[src/rtl/trk_pkg.sv]
package trk_pkg;
    localparam int BUS_W  = 16;
    localparam int PH_W   = 2 * BUS_W;
    localparam int ADDR_W = 5;

    typedef enum logic [ADDR_W-1:0] {
        A_CARR_INC_HI = 5'd0,
        A_CARR_INC_LO = 5'd1,
        A_CODE_INC_HI = 5'd2,
        A_CODE_INC_LO = 5'd3,
        A_SUB_INC_HI  = 5'd4,
        A_SUB_INC_LO  = 5'd5,
        A_TIC_HI      = 5'd6,
        A_TIC_LO      = 5'd7,
        A_ACC_PER     = 5'd8,
        A_SLEW        = 5'd9,
        A_CODE_FRAC   = 5'd16,
        A_CODE_HC     = 5'd17,
        A_CARR_FRAC   = 5'd18,
        A_CARR_CYC_LO = 5'd19,
        A_CARR_CYC_HI = 5'd20,
        A_SUB_FRAC    = 5'd21,
        A_SUB_CYC_LO  = 5'd22,
        A_SUB_CYC_HI  = 5'd23,
        A_STATUS      = 5'd24
    } reg_addr_e;

    // snapshot of one cycle-counting oscillator
    typedef struct packed {
        logic [BUS_W-1:0] frac;
        logic [PH_W-1:0]  cycles;
    } meas_t;

    function automatic logic [BUS_W-1:0] upper_half(input logic [PH_W-1:0] v);
        return v[PH_W-1:BUS_W];
    endfunction

    function automatic logic [BUS_W-1:0] lower_half(input logic [PH_W-1:0] v);
        return v[BUS_W-1:0];
    endfunction
endpackage

[src/rtl/trk_wide_reg.sv]
module trk_wide_reg
    import trk_pkg::*;
(
    input  logic             clk,
    input  logic             rst,
    input  logic             wr_hi,
    input  logic             wr_lo,
    input  logic [BUS_W-1:0] wdata,
    output logic [PH_W-1:0]  value_o
);
    logic [BUS_W-1:0] stage_q;

    always_ff @(posedge clk) begin
        if (rst) begin
            stage_q <= '0;
            value_o <= '0;
        end else begin
            if (wr_hi)
                stage_q <= wdata;
            if (wr_lo)
                value_o <= {stage_q, wdata};
        end
    end
endmodule

[src/rtl/trk_dco.sv]
module trk_dco
    import trk_pkg::*;
#(
    parameter int W      = PH_W,
    parameter int FRAC_W = BUS_W
) (
    input  logic              clk,
    input  logic              rst,
    input  logic              en,
    input  logic [W-1:0]      inc,
    output logic [FRAC_W-1:0] frac_next_o,
    output logic              carry_o
);
    logic [W-1:0] phase_q;
    logic [W:0]   sum;

    always_comb begin
        sum         = {1'b0, phase_q} + {1'b0, inc};
        frac_next_o = sum[W-1 -: FRAC_W];
        carry_o     = en & sum[W];
    end

    always_ff @(posedge clk) begin
        if (rst)
            phase_q <= '0;
        else if (en)
            phase_q <= sum[W-1:0];
    end
endmodule

[src/rtl/trk_interval_timer.sv]
module trk_interval_timer #(
    parameter int W = 32
) (
    input  logic         clk,
    input  logic         rst,
    input  logic         en,
    input  logic         restart,
    input  logic [W-1:0] period,
    output logic         strobe_o
);
    logic [W-1:0] cnt_q;
    logic         off;

    assign off      = (period == '0);
    assign strobe_o = en && !off && (cnt_q == period - W'(1));

    always_ff @(posedge clk) begin
        if (rst || restart)
            cnt_q <= '0;
        else if (en)
            cnt_q <= (strobe_o || off) ? '0 : cnt_q + W'(1);
    end
endmodule

[src/rtl/trk_cycle_meas.sv]
module trk_cycle_meas
    import trk_pkg::*;
(
    input  logic             clk,
    input  logic             rst,
    input  logic             carry,
    input  logic             tic,
    input  logic [BUS_W-1:0] frac_next,
    output meas_t            snap_o
);
    logic [PH_W-1:0] cnt_q;
    logic [PH_W-1:0] cnt_next;

    assign cnt_next = cnt_q + PH_W'(carry);

    always_ff @(posedge clk) begin
        if (rst) begin
            cnt_q  <= '0;
            snap_o <= '0;
        end else if (tic) begin
            snap_o.frac   <= frac_next;
            snap_o.cycles <= cnt_next;
            cnt_q         <= '0;
        end else begin
            cnt_q <= cnt_next;
        end
    end
endmodule

[src/rtl/trk_code_track.sv]
module trk_code_track
    import trk_pkg::*;
#(
    parameter int HALF_CHIPS = 2046,
    localparam int HC_W      = $clog2(HALF_CHIPS)
) (
    input  logic             clk,
    input  logic             rst,
    input  logic             carry,
    input  logic             tic,
    input  logic [BUS_W-1:0] frac_next,
    input  logic             slew_wr,
    input  logic [BUS_W-1:0] slew_val,
    output logic [BUS_W-1:0] snap_frac_o,
    output logic [HC_W-1:0]  snap_hc_o
);
    logic [HC_W-1:0]  hc_q;
    logic [HC_W-1:0]  hc_next;
    logic [BUS_W-1:0] slew_q;
    logic             swallow;

    always_comb begin
        swallow = carry && (slew_q != '0);
        hc_next = hc_q;
        if (carry && !swallow)
            hc_next = (hc_q == HC_W'(HALF_CHIPS - 1)) ? '0 : hc_q + HC_W'(1);
    end

    always_ff @(posedge clk) begin
        if (rst) begin
            hc_q        <= '0;
            slew_q      <= '0;
            snap_frac_o <= '0;
            snap_hc_o   <= '0;
        end else begin
            hc_q <= hc_next;
            if (slew_wr)
                slew_q <= slew_val;
            else if (swallow)
                slew_q <= slew_q - BUS_W'(1);
            if (tic) begin
                snap_frac_o <= frac_next;
                snap_hc_o   <= hc_next;
            end
        end
    end
endmodule

[src/rtl/trk_meas_unit.sv]
module trk_meas_unit
    import trk_pkg::*;
#(
    parameter int HALF_CHIPS = 2046,
    parameter int ACC_W      = 16
) (
    input  logic              clk,
    input  logic              rst,
    input  logic              samp_en,
    input  logic              wr_en,
    input  logic              rd_en,
    input  logic [ADDR_W-1:0] addr,
    input  logic [BUS_W-1:0]  wdata,
    output logic [BUS_W-1:0]  rdata,
    output logic              tic_o,
    output logic              irq_o
);
    localparam int HC_W   = $clog2(HALF_CHIPS);
    localparam int N_WIDE = 4;   // carrier, code, sub-carrier, TIC period
    localparam int N_DCO  = 3;   // carrier, code, sub-carrier
    localparam int N_MEAS = 2;   // carrier, sub-carrier
    localparam int I_CODE = 1;
    localparam int I_TIC  = 3;

    logic [PH_W-1:0]  wide_val  [N_WIDE];
    logic [BUS_W-1:0] dco_frac  [N_DCO];
    logic [N_DCO-1:0] dco_carry;
    meas_t            meas_q    [N_MEAS];
    logic [ACC_W-1:0] acc_per_q;
    logic             acc_stb;
    logic             ready_q;
    logic [BUS_W-1:0] code_snap_frac;
    logic [HC_W-1:0]  code_snap_hc;

    // staged 32-bit programming registers
    for (genvar g = 0; g < N_WIDE; g++) begin : g_wide
        trk_wide_reg u_reg (
            .clk     (clk),
            .rst     (rst),
            .wr_hi   (wr_en && addr == ADDR_W'(2 * g)),
            .wr_lo   (wr_en && addr == ADDR_W'(2 * g + 1)),
            .wdata   (wdata),
            .value_o (wide_val[g])
        );
    end

    // phase accumulators
    for (genvar g = 0; g < N_DCO; g++) begin : g_dco
        trk_dco #(.W(PH_W), .FRAC_W(BUS_W)) u_dco (
            .clk         (clk),
            .rst         (rst),
            .en          (samp_en),
            .inc         (wide_val[g]),
            .frac_next_o (dco_frac[g]),
            .carry_o     (dco_carry[g])
        );
    end

    trk_interval_timer #(.W(PH_W)) u_tic (
        .clk      (clk),
        .rst      (rst),
        .en       (samp_en),
        .restart  (wr_en && addr == A_TIC_LO),
        .period   (wide_val[I_TIC]),
        .strobe_o (tic_o)
    );

    always_ff @(posedge clk) begin
        if (rst)
            acc_per_q <= '0;
        else if (wr_en && addr == A_ACC_PER)
            acc_per_q <= ACC_W'(wdata);
    end

    trk_interval_timer #(.W(ACC_W)) u_acc (
        .clk      (clk),
        .rst      (rst),
        .en       (samp_en),
        .restart  (wr_en && addr == A_ACC_PER),
        .period   (acc_per_q),
        .strobe_o (acc_stb)
    );

    // cycle counters for the carrier (dco 0) and sub-carrier (dco 2)
    for (genvar m = 0; m < N_MEAS; m++) begin : g_meas
        localparam int SRC = (m == 0) ? 0 : 2;
        trk_cycle_meas u_meas (
            .clk       (clk),
            .rst       (rst),
            .carry     (dco_carry[SRC]),
            .tic       (tic_o),
            .frac_next (dco_frac[SRC]),
            .snap_o    (meas_q[m])
        );
    end

    trk_code_track #(.HALF_CHIPS(HALF_CHIPS)) u_code (
        .clk         (clk),
        .rst         (rst),
        .carry       (dco_carry[I_CODE]),
        .tic         (tic_o),
        .frac_next   (dco_frac[I_CODE]),
        .slew_wr     (wr_en && addr == A_SLEW),
        .slew_val    (wdata),
        .snap_frac_o (code_snap_frac),
        .snap_hc_o   (code_snap_hc)
    );

    // ready flag: a timer event wins over the clearing read
    always_ff @(posedge clk) begin
        if (rst)
            ready_q <= 1'b0;
        else if (acc_stb)
            ready_q <= 1'b1;
        else if (rd_en && addr == A_STATUS)
            ready_q <= 1'b0;
    end
    assign irq_o = ready_q;

    always_comb begin
        rdata = '0;
        case (addr)
            A_CODE_FRAC:   rdata = code_snap_frac;
            A_CODE_HC:     rdata = {{(BUS_W - HC_W){1'b0}}, code_snap_hc};
            A_CARR_FRAC:   rdata = meas_q[0].frac;
            A_CARR_CYC_LO: rdata = lower_half(meas_q[0].cycles);
            A_CARR_CYC_HI: rdata = upper_half(meas_q[0].cycles);
            A_SUB_FRAC:    rdata = meas_q[1].frac;
            A_SUB_CYC_LO:  rdata = lower_half(meas_q[1].cycles);
            A_SUB_CYC_HI:  rdata = upper_half(meas_q[1].cycles);
            A_STATUS:      rdata = {{(BUS_W - 1){1'b0}}, ready_q};
            default:       rdata = '0;
        endcase
    end
endmodule

[config.mk]
export PLATFORM = sky130hd
export DESIGN_NAME = trk_meas_unit
export DESIGN_NICKNAME = d
export VERILOG_FILES = /design/src/rtl/trk_pkg.sv /design/src/rtl/trk_wide_reg.sv /design/src/rtl/trk_dco.sv /design/src/rtl/trk_interval_timer.sv /design/src/rtl/trk_cycle_meas.sv /design/src/rtl/trk_code_track.sv /design/src/rtl/trk_meas_unit.sv
export SDC_FILE = /design/constraint.sdc
export NUM_CORES = 1
export LEC_CHECK = 0
export BUFFER_PORTS_ARGS = -buffer_cell sky130_fd_sc_hd__buf_2
export CORE_UTILIZATION = 55
export DETAILED_ROUTE_END_ITERATION = 8
export GPL_TIMING_DRIVEN = 1
export PLACE_DENSITY = 0.74
export SYNTH_ARGS = -nofsm -noshare
export SYNTH_HDL_FRONTEND = slang
export SYNTH_SLANG_ARGS = --single-unit
[constraint.sdc]
create_clock -name clk -period 3.86 [get_ports clk]
set_input_delay 0.193 -clock clk [delete_from_list [all_inputs] [get_ports clk]]
set_output_delay 0.193 -clock clk [all_outputs]
set_load 0.02 [all_outputs]
Word-level counts from Yosys, hierarchy flattened --
Cells that the tools add are included.
Storage, ports and cells: output and inout bits 18, word-level logic and storage cells 100, input bits 26, flip-flop bits (word level) 567
Operators by class: add/subtract/negate cells 11, multiplexer cells 9, reduce and logical (&&, ||, !) cells 31, eq/ne operators 21, bitwise operators 3
Operators by type and width (count):
- 16-bit case mux with 9 select lines | 1
- 32-bit by 32-bit adder with 33-bit output | 3
- 32-bit by 1-bit adder with 32-bit output | 2
- 16-bit 2-to-1 mux | 3
- 5-bit equality test (second input constant) | 9
- 32-bit by 1-bit adder with 32-bit output (second input constant) | 1
- 32-bit equality test | 1
- 32-bit logical NOT | 1
- 32-bit 2-to-1 mux | 1
- 16-bit by 1-bit subtractor with 16-bit output (second input constant) | 2
- 32-bit by 1-bit subtractor with 32-bit output (second input constant) | 1
- 11-bit 2-to-1 mux | 2
- 5-bit by 3-bit equality test with 1-bit output (second input constant) | 4
- 1-bit logical AND | 17
- 16-bit by 1-bit adder with 16-bit output (second input constant) | 1
- 16-bit equality test | 1
- 16-bit logical NOT | 1
- 16-bit nonzero test | 1
- 11-bit by 1-bit adder with 11-bit output (second input constant) | 1
- 11-bit equality test (second input constant) | 1
- 5-bit by 2-bit equality test with 1-bit output (second input constant) | 2
- 5-bit by 4-bit equality test with 1-bit output (second input constant) | 2
- 5-bit by 1-bit equality test with 1-bit output (second input constant) | 1
- 5-bit logical NOT | 1
- 6 further kinds | 15

Logic depth before layout (Yosys ltp) --
Gate-level depths: netlist of the first run.
depth after elaboration 6, mapped depth 22, gate-level depth less buffers 21

Modules after synthesis --
A second synthesis of the first run with hierarchy kept.
Unflattened totals: cell total of the unflattened synthesis 3663, area, all modules 32448.6 µm²
Modules (own cells, without submodules):
- trk_dco | cells an instance 404, instances 3, area each 3168.0 µm²
- trk_wide_reg | cells an instance 155, instances 4, area each 1746.7 µm²
- trk_cycle_meas | cells an instance 371, instances 2, area each 3358.2 µm²
- trk_interval_timer at u_tic | cells an instance 409, instances 1, area each 3337.0 µm²
- trk_code_track | cells an instance 299, instances 1, area each 2646.3 µm²
- trk_meas_unit | cells an instance 201, instances 1, area each 1865.5 µm²
- trk_interval_timer at u_acc | cells an instance 180, instances 1, area each 1392.6 µm²

Worst setup path after synthesis of the first run --
Ideal clock, no wire load.
kind register to register, from register g_dco[0].u_dco.phase_q[9], to register g_meas[0].u_meas.snap_o[30] (netlist name), data required time 3.779 ns, data arrival time 4.149 ns, path slack -0.370 ns, stages on the path, launching flop included 21, cell sequence dfxtp_1 > ha_1 > clkbuf_1 > a211oi_1 > nor3b_1 > o41ai_1 > a211oi_1 > o22ai_1 > o211a_1 > nor3_1 > a21oi_1 > o21ai_0 > ha_1 > ha_1 > nand3_1 > nor2_1 > nand2_1 > nor3_1 > nand4_1 > xor2_1 > a211oi_2
Between the ends: longest elaborated chain between the ends 3
RTL lines:
- start, declared | line trk_dco.sv:14 | logic [W-1:0] phase_q;
- start signal, assigned | line trk_dco.sv:27 | phase_q <= sum[W-1:0];
- 32-bit by 32-bit adder with 33-bit output | line trk_dco.sv:18 | sum = {1'b0, phase_q} + {1'b0, inc};
- 1-bit bitwise AND | line trk_dco.sv:20 | carry_o = en & sum[W];
- 32-bit by 1-bit adder with 32-bit output | line trk_cycle_meas.sv:14 | assign cnt_next = cnt_q + PH_W'(carry);
- end, declared | line trk_cycle_meas.sv:9 | output meas_t snap_o
No other way between the ends. A chain may end at the register's enable or synchronous reset.

Worst setup path after layout of the first run --
from register g_dco[0].u_dco.phase_q[0], to register g_meas[0].u_meas.snap_o[27] (netlist name)
The elaborated chain is that of the path after synthesis.

==> metrics.md, run 1 <==
| Metric | Value |
|---|---|
| Status | finished with violations |
| Failing checks | setup timing |
| Vias in the first global route | 23.2k |
| Vias per inst | 5.90 |
| Synth top area cells | dfxtp_1 39%, nand2_1 7.2%, a21oi_1 5.5%, nor2_1 4.7%, ha_1 4.6% |
| Port Buffers | 43 |
| I/O Pins | 44 |
| Count leader, synth | dfxtp_1 |
| Predominant post-synthesis flop cell | dfxtp_1 |
| Num CTS Buffers | 59 |
| WS Path Type | register to register |
| Final Cycle Share | 105% |
| DR iter-0 viols | 2175 |
| Static leakage | 13.0 nW |
| CP top delay family | compound AO/OA/AOI/OAI gates |
| Most used cell, CP | a211oi_2 |
| Crit path max fanout | 4 |
| Final std cells w/o fill | 4322 |
| Final max-slew violation count | 0 |
| RSZ-0062 raised after global routing | yes |
| Pre-CTS setup slack | -0.492 ns |
| Critical path startpoint | g_dco[0].u_dco.phase_q[0]$_SDFFE_PP0P_ |
| First-pass GRT wire length | 124000 um |
| 1st-pass router iterations | 5 |
| Global route overflow | 0 |
| CP Depth | 20 |
| Synth async-reset ratio | 0% |
| # setup viols final | 10 |
| Die W | 232 um |
| Buffers & Inverters on Critical Path | 0 |
| Worst Setup Start Kind | register |
| Std cell rows | 84 |
| Total core area | 52400 um^2 |
| R2R cell count | 20 |
| Antenna violations before repair | 5 |
| Final WL | 79700 um |
| RR Endpoint | g_meas[0].u_meas.snap_o[27]$_SDFFE_PP0P_ |
| Clk Latency, worst-skew pair | 0.63 ns |
| Die area | 54000 um^2 |
| Core Util, Final | 64.6% |
| Post-synth EDFFs | 0 |
| Share of cells above drive strength 1 | 17.3% |
| CTS HTree Levels | 2 |
| Critical Path End | g_meas[0].u_meas.snap_o[27]$_SDFFE_PP0P_ |
| Cell Area, Synth | 29200 um^2 |
| Unique masters post-synth | 91 |
| Root Driver | clkbuf_16 |
| Via count | 25.5k |
| Wire per inst | 18.4 um |
| Avg Cell Area, Syn | 8.36 um^2 |
| Worst hold path type | input pin to register |
| Pwr dens | 373 nW/um^2 |
| Post-Place Cell Area | 30800 um^2 |
| Internal reg-to-reg setup slack | -0.18 ns |
| Biggest area consumer among synthesized cells | dfxtp_1 |
| Maximum VDD drop | 0.390 mV |
| Post-Syn Instances | 3487 |
| Critical Path Max Stage Delay | 0.42 ns |
| CP arrival | 4.56 ns |
| Pin count of the biggest net entering global routing | 93 |
| Tot GR Track Use | 28.5% |
| Worst-margin pin slew | 1.17 ns |
| Synth cell count leaders | 567 x dfxtp_1, 561 x nand2_1, 368 x nor2_1 |
| Flops & latches, synth | 567 |
| Max Clock Skew | 0.0320 ns |
| Critical path cell sequence | ha_4, fa_2, a211oi_2, o211ai_1, nand3_1, a211oi_2, o22ai_2, o211a_1, nor3_2, a21oi_1, o21ai_1, ha_2, and3_4, nand2_4, nor2_4, nand2_2, or3_4, nor2_4, xnor2_2, a211oi_2 |
| Initial Util | 55.6% |
| Clock Path Buffers | 3 |
| FMAX | 248 MHz |
| ANT cells | 0 |
| Max-cap violations | 0 |
| Post-synth top area share | 38.9% |
| Nets | 3722 |
| Final setup TNS | -0.718 ns |
| TritonCTS clock tree | built |
| Post-detail-place hpwl | 53200 um |
| Crit path required time | 4.38 ns |
| Final worst path period need | 4.04 ns |
| Cell area after layout | 33900 um^2 |
| Normalized max-slew margin | 21.6% |
| Seq/Total Area, Yosys | 38.9% |
| Die H | 232 um |
| Clock-pin slew on the worst setup and hold paths | 0.06 ns |
| Post-Place Cells | 4189 |
| Num Clock Sinks | 567 |
| Placer Congestion | 0.948 |
| Area added between synthesis and finish | 16.1% |
| FF-to-FF Start | g_dco[0].u_dco.phase_q[0]$_SDFFE_PP0P_ |
| Final worst setup slack | -0.180 ns |
| Synth warn | 0 |
| Final ANT Viol Nets | 0 |
| Crit. End Element | register |
| Critical-path top delay cell | or3_4 |
| # DRC | 0 |
| Final hold vios | 0 |
| Net Count, Synth | 3624 |
## routing by layer
metal	up-vias	GRT usage, %	part of all wire (%)
met4	10	8.92	2.8
met5	-	0	0.088
met2	786	45.0	45
li1	12500	-	-
met3	167	4.09	6.6
met1	12100	39.8	45
## worst min-delay path by stage
stage	startpoint	endpoint	slack [ns]	depth (start not counted)
6_report	rst	g_dco[1].u_dco.phase_q[0]$_SDFFE_PP0P_	0.01	2
5_1_grt	wdata[0]	g_wide[2].u_reg.stage_q[0]$_SDFFE_PP0P_	0.03	3
4_1_cts	rst	g_dco[1].u_dco.phase_q[0]$_SDFFE_PP0P_	0.002	2
3_5_place_dp	g_meas[1].u_meas.snap_o[44]$_SDFFE_PP0P_	g_meas[1].u_meas.snap_o[44]$_SDFFE_PP0P_	0.44	1
3_3_place_gp	g_meas[1].u_meas.snap_o[44]$_SDFFE_PP0P_	g_meas[1].u_meas.snap_o[44]$_SDFFE_PP0P_	0.44	1
2_1_floorplan	rd_en	irq_o$_SDFFE_PP0P_	0.38	3
## placed cells by master, fill, tap and decap left out, drive strengths merged, types with 11 or more instances in the layout
cell | Yosys | final
nand4 | 62 | 62
nand3 | 100 | 100
nor3b | 13 | 13
nor2b | 21 | 21
a22oi | 53 | 53
or3 | 15 | 15
clkbuf | 171 | 87
a211oi | 100 | 100
nor2 | 428 | 428
a21o | 32 | 32
buf | 35 | 237
nand4b | 11 | 11
inv | 45 | 46
o21a | 15 | 15
o211ai | 17 | 17
nor4 | 28 | 28
clkinv | 0 | 13
and2 | 14 | 14
xnor2 | 126 | 126
o31ai | 13 | 13
xor2 | 115 | 115
a21oi | 322 | 322
nand2b | 14 | 14
nor3 | 66 | 66
mux2i | 110 | 110
and3 | 51 | 51
a31oi | 17 | 17
dfxtp | 567 | 567
ha | 108 | 108
o21ai | 67 | 67
nand2 | 561 | 561
## report_power, final
part	internal [mW]	switching, mW	leakage (nW)
clock	3.76	2.43	1.06
combinational	0.158	0.394	7.36
sequential	5.87	0.0188	4.57
total	9.79	2.84	13.0
## flip-flops by register name (all words and copies together), names as in the netlist
name and count:
g_wide.u_reg.stage_q 64, g_meas.u_meas.cnt_q 64, g_dco.u_dco.phase_q 96, g_wide.u_reg.value_o 128, u_code.slew_q 16, irq_o 1
u_tic.cnt_q 32, u_code.snap_hc_o 11, g_meas.u_meas.snap_o 96, u_code.hc_q 11, u_code.snap_frac_o 16, acc_per_q 16
u_acc.cnt_q 16
## repair_timing
item                                    in CTS  in global routing
resized for setup                           72                 84
setup buffers                                8                 12
endpoints found under the hold margin        9                  0
pin swaps                                   55                 59
endpoints found under the setup margin      96                100
hold buffers                                 6                  0
## layout make-up
cell class                      instances  area [um^2]
Clock inverter                         23          333
Inverter                               45          169
Timing Repair Buffer                  243         1900
Tap cell                              688          861
Clock buffer                           87         1800
Fill cell                            4320        18600
Sequential cell                       567        11400
Multi-Input combinational cell       2669        17400
## per-stage QoR
stage | power, mW | hold slack [ns]
after floorplan | 6.37 | 0.379
after global placement | 6.55 | 0.435
after detailed placement | 6.55 | 0.442
after CTS | 12.7 | 0.00243
after global routing | 13.0 | 0.0348
final | 12.6 | 0.0130
## kinds of logic after synthesis
logic type | Yosys count | synth area share, %
and+or+nand+nor | 1438 | 23.0
AOI/OAI and AO/OA | 766 | 18.1
DFF | 567 | 38.9
buffers and inverters | 251 | 4.06
xor gates and xnor gates | 241 | 7.24
muxes | 113 | 3.89
adders and majority gates | 111 | 4.84
Power figures use the tool's default switching activity.
==> run 2: changes to the inputs <==
==> constraint.sdc (replaced) <==
create_clock -name clk -period 3.7 [get_ports clk]
set_input_delay 0.185 -clock clk [delete_from_list [all_inputs] [get_ports clk]]
set_output_delay 0.185 -clock clk [all_outputs]
set_load 0.02 [all_outputs]
==> run 2 against run 1 <==
  * Register-to-register slack got worse by 0.14 ns
  * Core utilization up 0.79 points
  * Sequential share of layout area shrank 0.39 points
  * First-iteration DRC count is 12% higher
  * Critical endpoint is now g_meas[0].u_meas.snap_o[28]$_SDFFE_PP0P_
  * Worst hold slack gained 0.023 ns
  * The flow still finishes with violations (setup timing)
  * Clock-buffer cell count fell by 6
  * Largest cell class unchanged
  * Maximum frequency grew 0.61%
  * Worst setup slack lost 0.14 ns
  * Total power decreased by 0.49%
==> metrics.md, run 2 (same netlist as run 1, synthesis figures left out) <==
| Metric | Value |
|---|---|
| Num CTS Buffers | 58 (-1.7%) |
| Max reg flops | 128 (unchanged) |
| Via count | 25.9k (+1.6%) |
| Pwr dens | 367 nW/um^2 (-1.7%) |
| First-pass GRT wire length | 126000 um (+1.9%) |
| FF-to-FF Start | g_wide[0].u_reg.value_o[0]$_SDFFE_PP0P_ |
| Global routing's busiest layer | met2 |
| Met1 Use GR | 40.3% (+0.44 points) |
| Status | finished with violations |
| Worst-margin pin slew | 1.31 ns (+0.133 ns) |
| Vias per inst | 5.97 (+1.1%) |
| Static leakage | 13.1 nW (+1.2%) |
| Commonest non-fill, non-tap cell in the layout | dfxtp_1 |
| Hold Path Depth | 3 (+1) |
| Initial Util | 55.6% (unchanged) |
| Maximum VDD drop | 0.360 mV (-7.7%) |
| Die H | 232 um (unchanged) |
| Crit. End Element | register |
| Crit path max fanout | 4 (unchanged) |
| Commonest non-fill, non-tap cells in the layout | 561 x dfxtp_1, 543 x nand2_1, 350 x nor2_1 |
| Post-Place Cell Area | 30900 um^2 (+0.34%) |
| Final worst path period need | 4.02 ns (-0.0244 ns) |
| Final WL | 82400 um (+3.4%) |
| WS Path Type | register to register |
| Max Clock Skew | 0.0240 ns (-0.00799 ns) |
| Internal reg-to-reg setup slack | -0.32 ns (-0.14 ns) |
| # setup viols final | 84 (+74) |
| Final hold vios | 0 (unchanged) |
| CP arrival | 4.55 ns (about the same) |
| Num Clock Sinks | 567 (unchanged) |
| Max-cap violations | 0 (unchanged) |
| Die W | 232 um (unchanged) |
| Root Driver | clkbuf_16 |
| Wire per inst | 19.0 um (+2.8%) |
| Hold Crit Start | wdata[7] |
| Die area | 54000 um^2 (unchanged) |
| Std cell rows | 84 (unchanged) |
| Largest Register | g_wide.u_reg.value_o |
| Post-detail-place hpwl | 54000 um (+1.6%) |
| Global-route met2 utilization | 47.0% (+2.0 points) |
| Clock Path Buffers | 3 (unchanged) |
| Failing checks | setup timing |
| Clock-pin slew on the worst setup and hold paths | 0.07 ns (about the same) |
| Normalized max-slew margin | 12.7% (-8.9 points) |
| FMAX | 249 MHz (+0.61%) |
| GRT met3 Usage | 3.35% (-0.74 points) |
| Crit path required time | 4.24 ns (-0.14 ns) |
| RSZ-0062 raised after global routing | yes |
| # DRC | 0 (unchanged) |
| Biggest regs | g_wide.u_reg.value_o (128), g_dco.u_dco.phase_q (96), g_meas.u_meas.snap_o (96) |
| Pin count of the biggest net entering global routing | 143 (+54%) |
| Final std cells w/o fill | 4346 (+0.56%) |
| Area added between synthesis and finish | 17.5% |
| Final ANT Viol Nets | 0 (unchanged) |
| Final max-slew violation count | 0 (unchanged) |
| Post-Place Cells | 4189 (unchanged) |
| Nets | 3750 (+0.75%) |
| Worst Setup Start Kind | register |
| Clk Latency, worst-skew pair | 0.63 ns (about the same) |
| Final worst setup slack | -0.316 ns (-0.136 ns) |
| Antenna violations before repair | 3 (-2) |
| DR iter-0 viols | 2431 (+12%) |
| Placer Congestion | 0.944 (-0.44%) |
| Tot GR Track Use | 29.2% (+0.68 points) |
| Worst Hold Endpoint | g_wide[3].u_reg.stage_q[7]$_SDFFE_PP0P_ |
| Final Cycle Share | 109% (+3.9 points) |
| Worst hold path type | input pin to register |
| TritonCTS clock tree | built |
| Port Buffers | 43 (unchanged) |
| Global route overflow | 0 (unchanged) |
| Total core area | 52400 um^2 (unchanged) |
| Cell area after layout | 34300 um^2 (+1.2%) |
| Share of cells above drive strength 1 | 18.4% (+1.1 points) |
| Vias in the first global route | 23.8k (+2.7%) |
| CTS HTree Levels | 2 (unchanged) |
| RR Endpoint | g_meas[0].u_meas.snap_o[28]$_SDFFE_PP0P_ |
| R2R cell count | 21 (+5.0%) |
| I/O Pins | 44 (unchanged) |
| 1st-pass router iterations | 6 (+1) |
==> run 2: per-stage QoR <==
step	utilization [%]	setup slack, ns	total power, mW	TNS (ns)	hold slack [ns]
floorplan	-	-0.0157	6.64	-0.0157	0.371
global placement	58.9	-0.305	6.84	-9.23	0.437
detailed placement	58.9	-0.321	6.84	-12.35	0.444
CTS	63.6	-0.218	12.6	-7.52	0.00615
global route	65.3	-0.554	12.9	-33.94	0.0292
finish	65.3	-0.316	12.6	-13.03	0.0357
==> run 2: worst max-delay path by stage <==
stage	startpoint	endpoint	slack, ns	depth (start not counted)
after detailed placement	g_wide[2].u_reg.value_o[0]$_SDFFE_PP0P_	g_meas[1].u_meas.snap_o[31]$_SDFFE_PP0P_	-0.32	21
after global routing	g_dco[2].u_dco.phase_q[0]$_SDFFE_PP0P_	g_meas[1].u_meas.snap_o[31]$_SDFFE_PP0P_	-0.55	21
after CTS	g_dco[2].u_dco.phase_q[0]$_SDFFE_PP0P_	g_meas[1].u_meas.snap_o[29]$_SDFFE_PP0P_	-0.22	21
after floorplan	g_wide[0].u_reg.value_o[0]$_SDFFE_PP0P_	g_meas[0].u_meas.snap_o[25]$_SDFFE_PP0P_	-0.02	20
after global placement	g_wide[2].u_reg.value_o[0]$_SDFFE_PP0P_	g_meas[1].u_meas.snap_o[31]$_SDFFE_PP0P_	-0.31	21
final	g_wide[0].u_reg.value_o[0]$_SDFFE_PP0P_	g_meas[0].u_meas.snap_o[28]$_SDFFE_PP0P_	-0.32	21
==> run 2: cell type report <==
cell class | instances | area [um^2]
Multi-Input combinational cell | 2669 | 17700
Fill cell | 4287 | 18200
Tap cell | 688 | 861
Clock inverter | 23 | 238
Inverter | 45 | 169
Timing Repair Buffer | 272 | 2240
Antenna cell | 1 | 2.50
Clock buffer | 81 | 1650
Sequential cell | 567 | 11400
==> run 2: critical path, cell delays in order, from the launching register on <==
cell      delay (ns)
dfxtp_2         0.35
ha_4            0.14
fa_2            0.23
a211oi_4        0.07
o211ai_1        0.26
nand3_1         0.17
a211oi_2        0.32
o22ai_2         0.12
o211a_1         0.22
nor3_2          0.19
a21oi_1         0.09
o21ai_1         0.17
ha_2            0.24
ha_4            0.15
nand3_4         0.09
nor2_4          0.16
nand2_4         0.08
nor3_4          0.30
buf_4           0.17
nand2_2         0.05
xor2_2          0.17
a211oi_2        0.18
==> run 2: repair_timing <==
| action | 4_1_cts | 5_1_grt |
|---|---|---|
| setup buffers | 15 | 35 |
| cloned | 0 | 2 |
| endpoints found under the setup margin | 132 | 154 |
| hold endpoints to repair | 63 | 0 |
| hold buffers | 7 | 0 |
| gates resized for setup | 83 | 108 |
| pin swaps | 65 | 97 |
==> run 2: where the power goes <==
part	internal, mW	switching, mW
clock network	3.32	2.52
registers	6.13	0.0199
logic	0.171	0.418
==> run 2: per-layer routing <==
metal | vias up | share of wire, %
met3 | 178 | 6.9
met1 | 12300 | 44
met5 | - | 0.028
met2 | 924 | 46
met4 | 4 | 3.2
li1 | 12500 | -
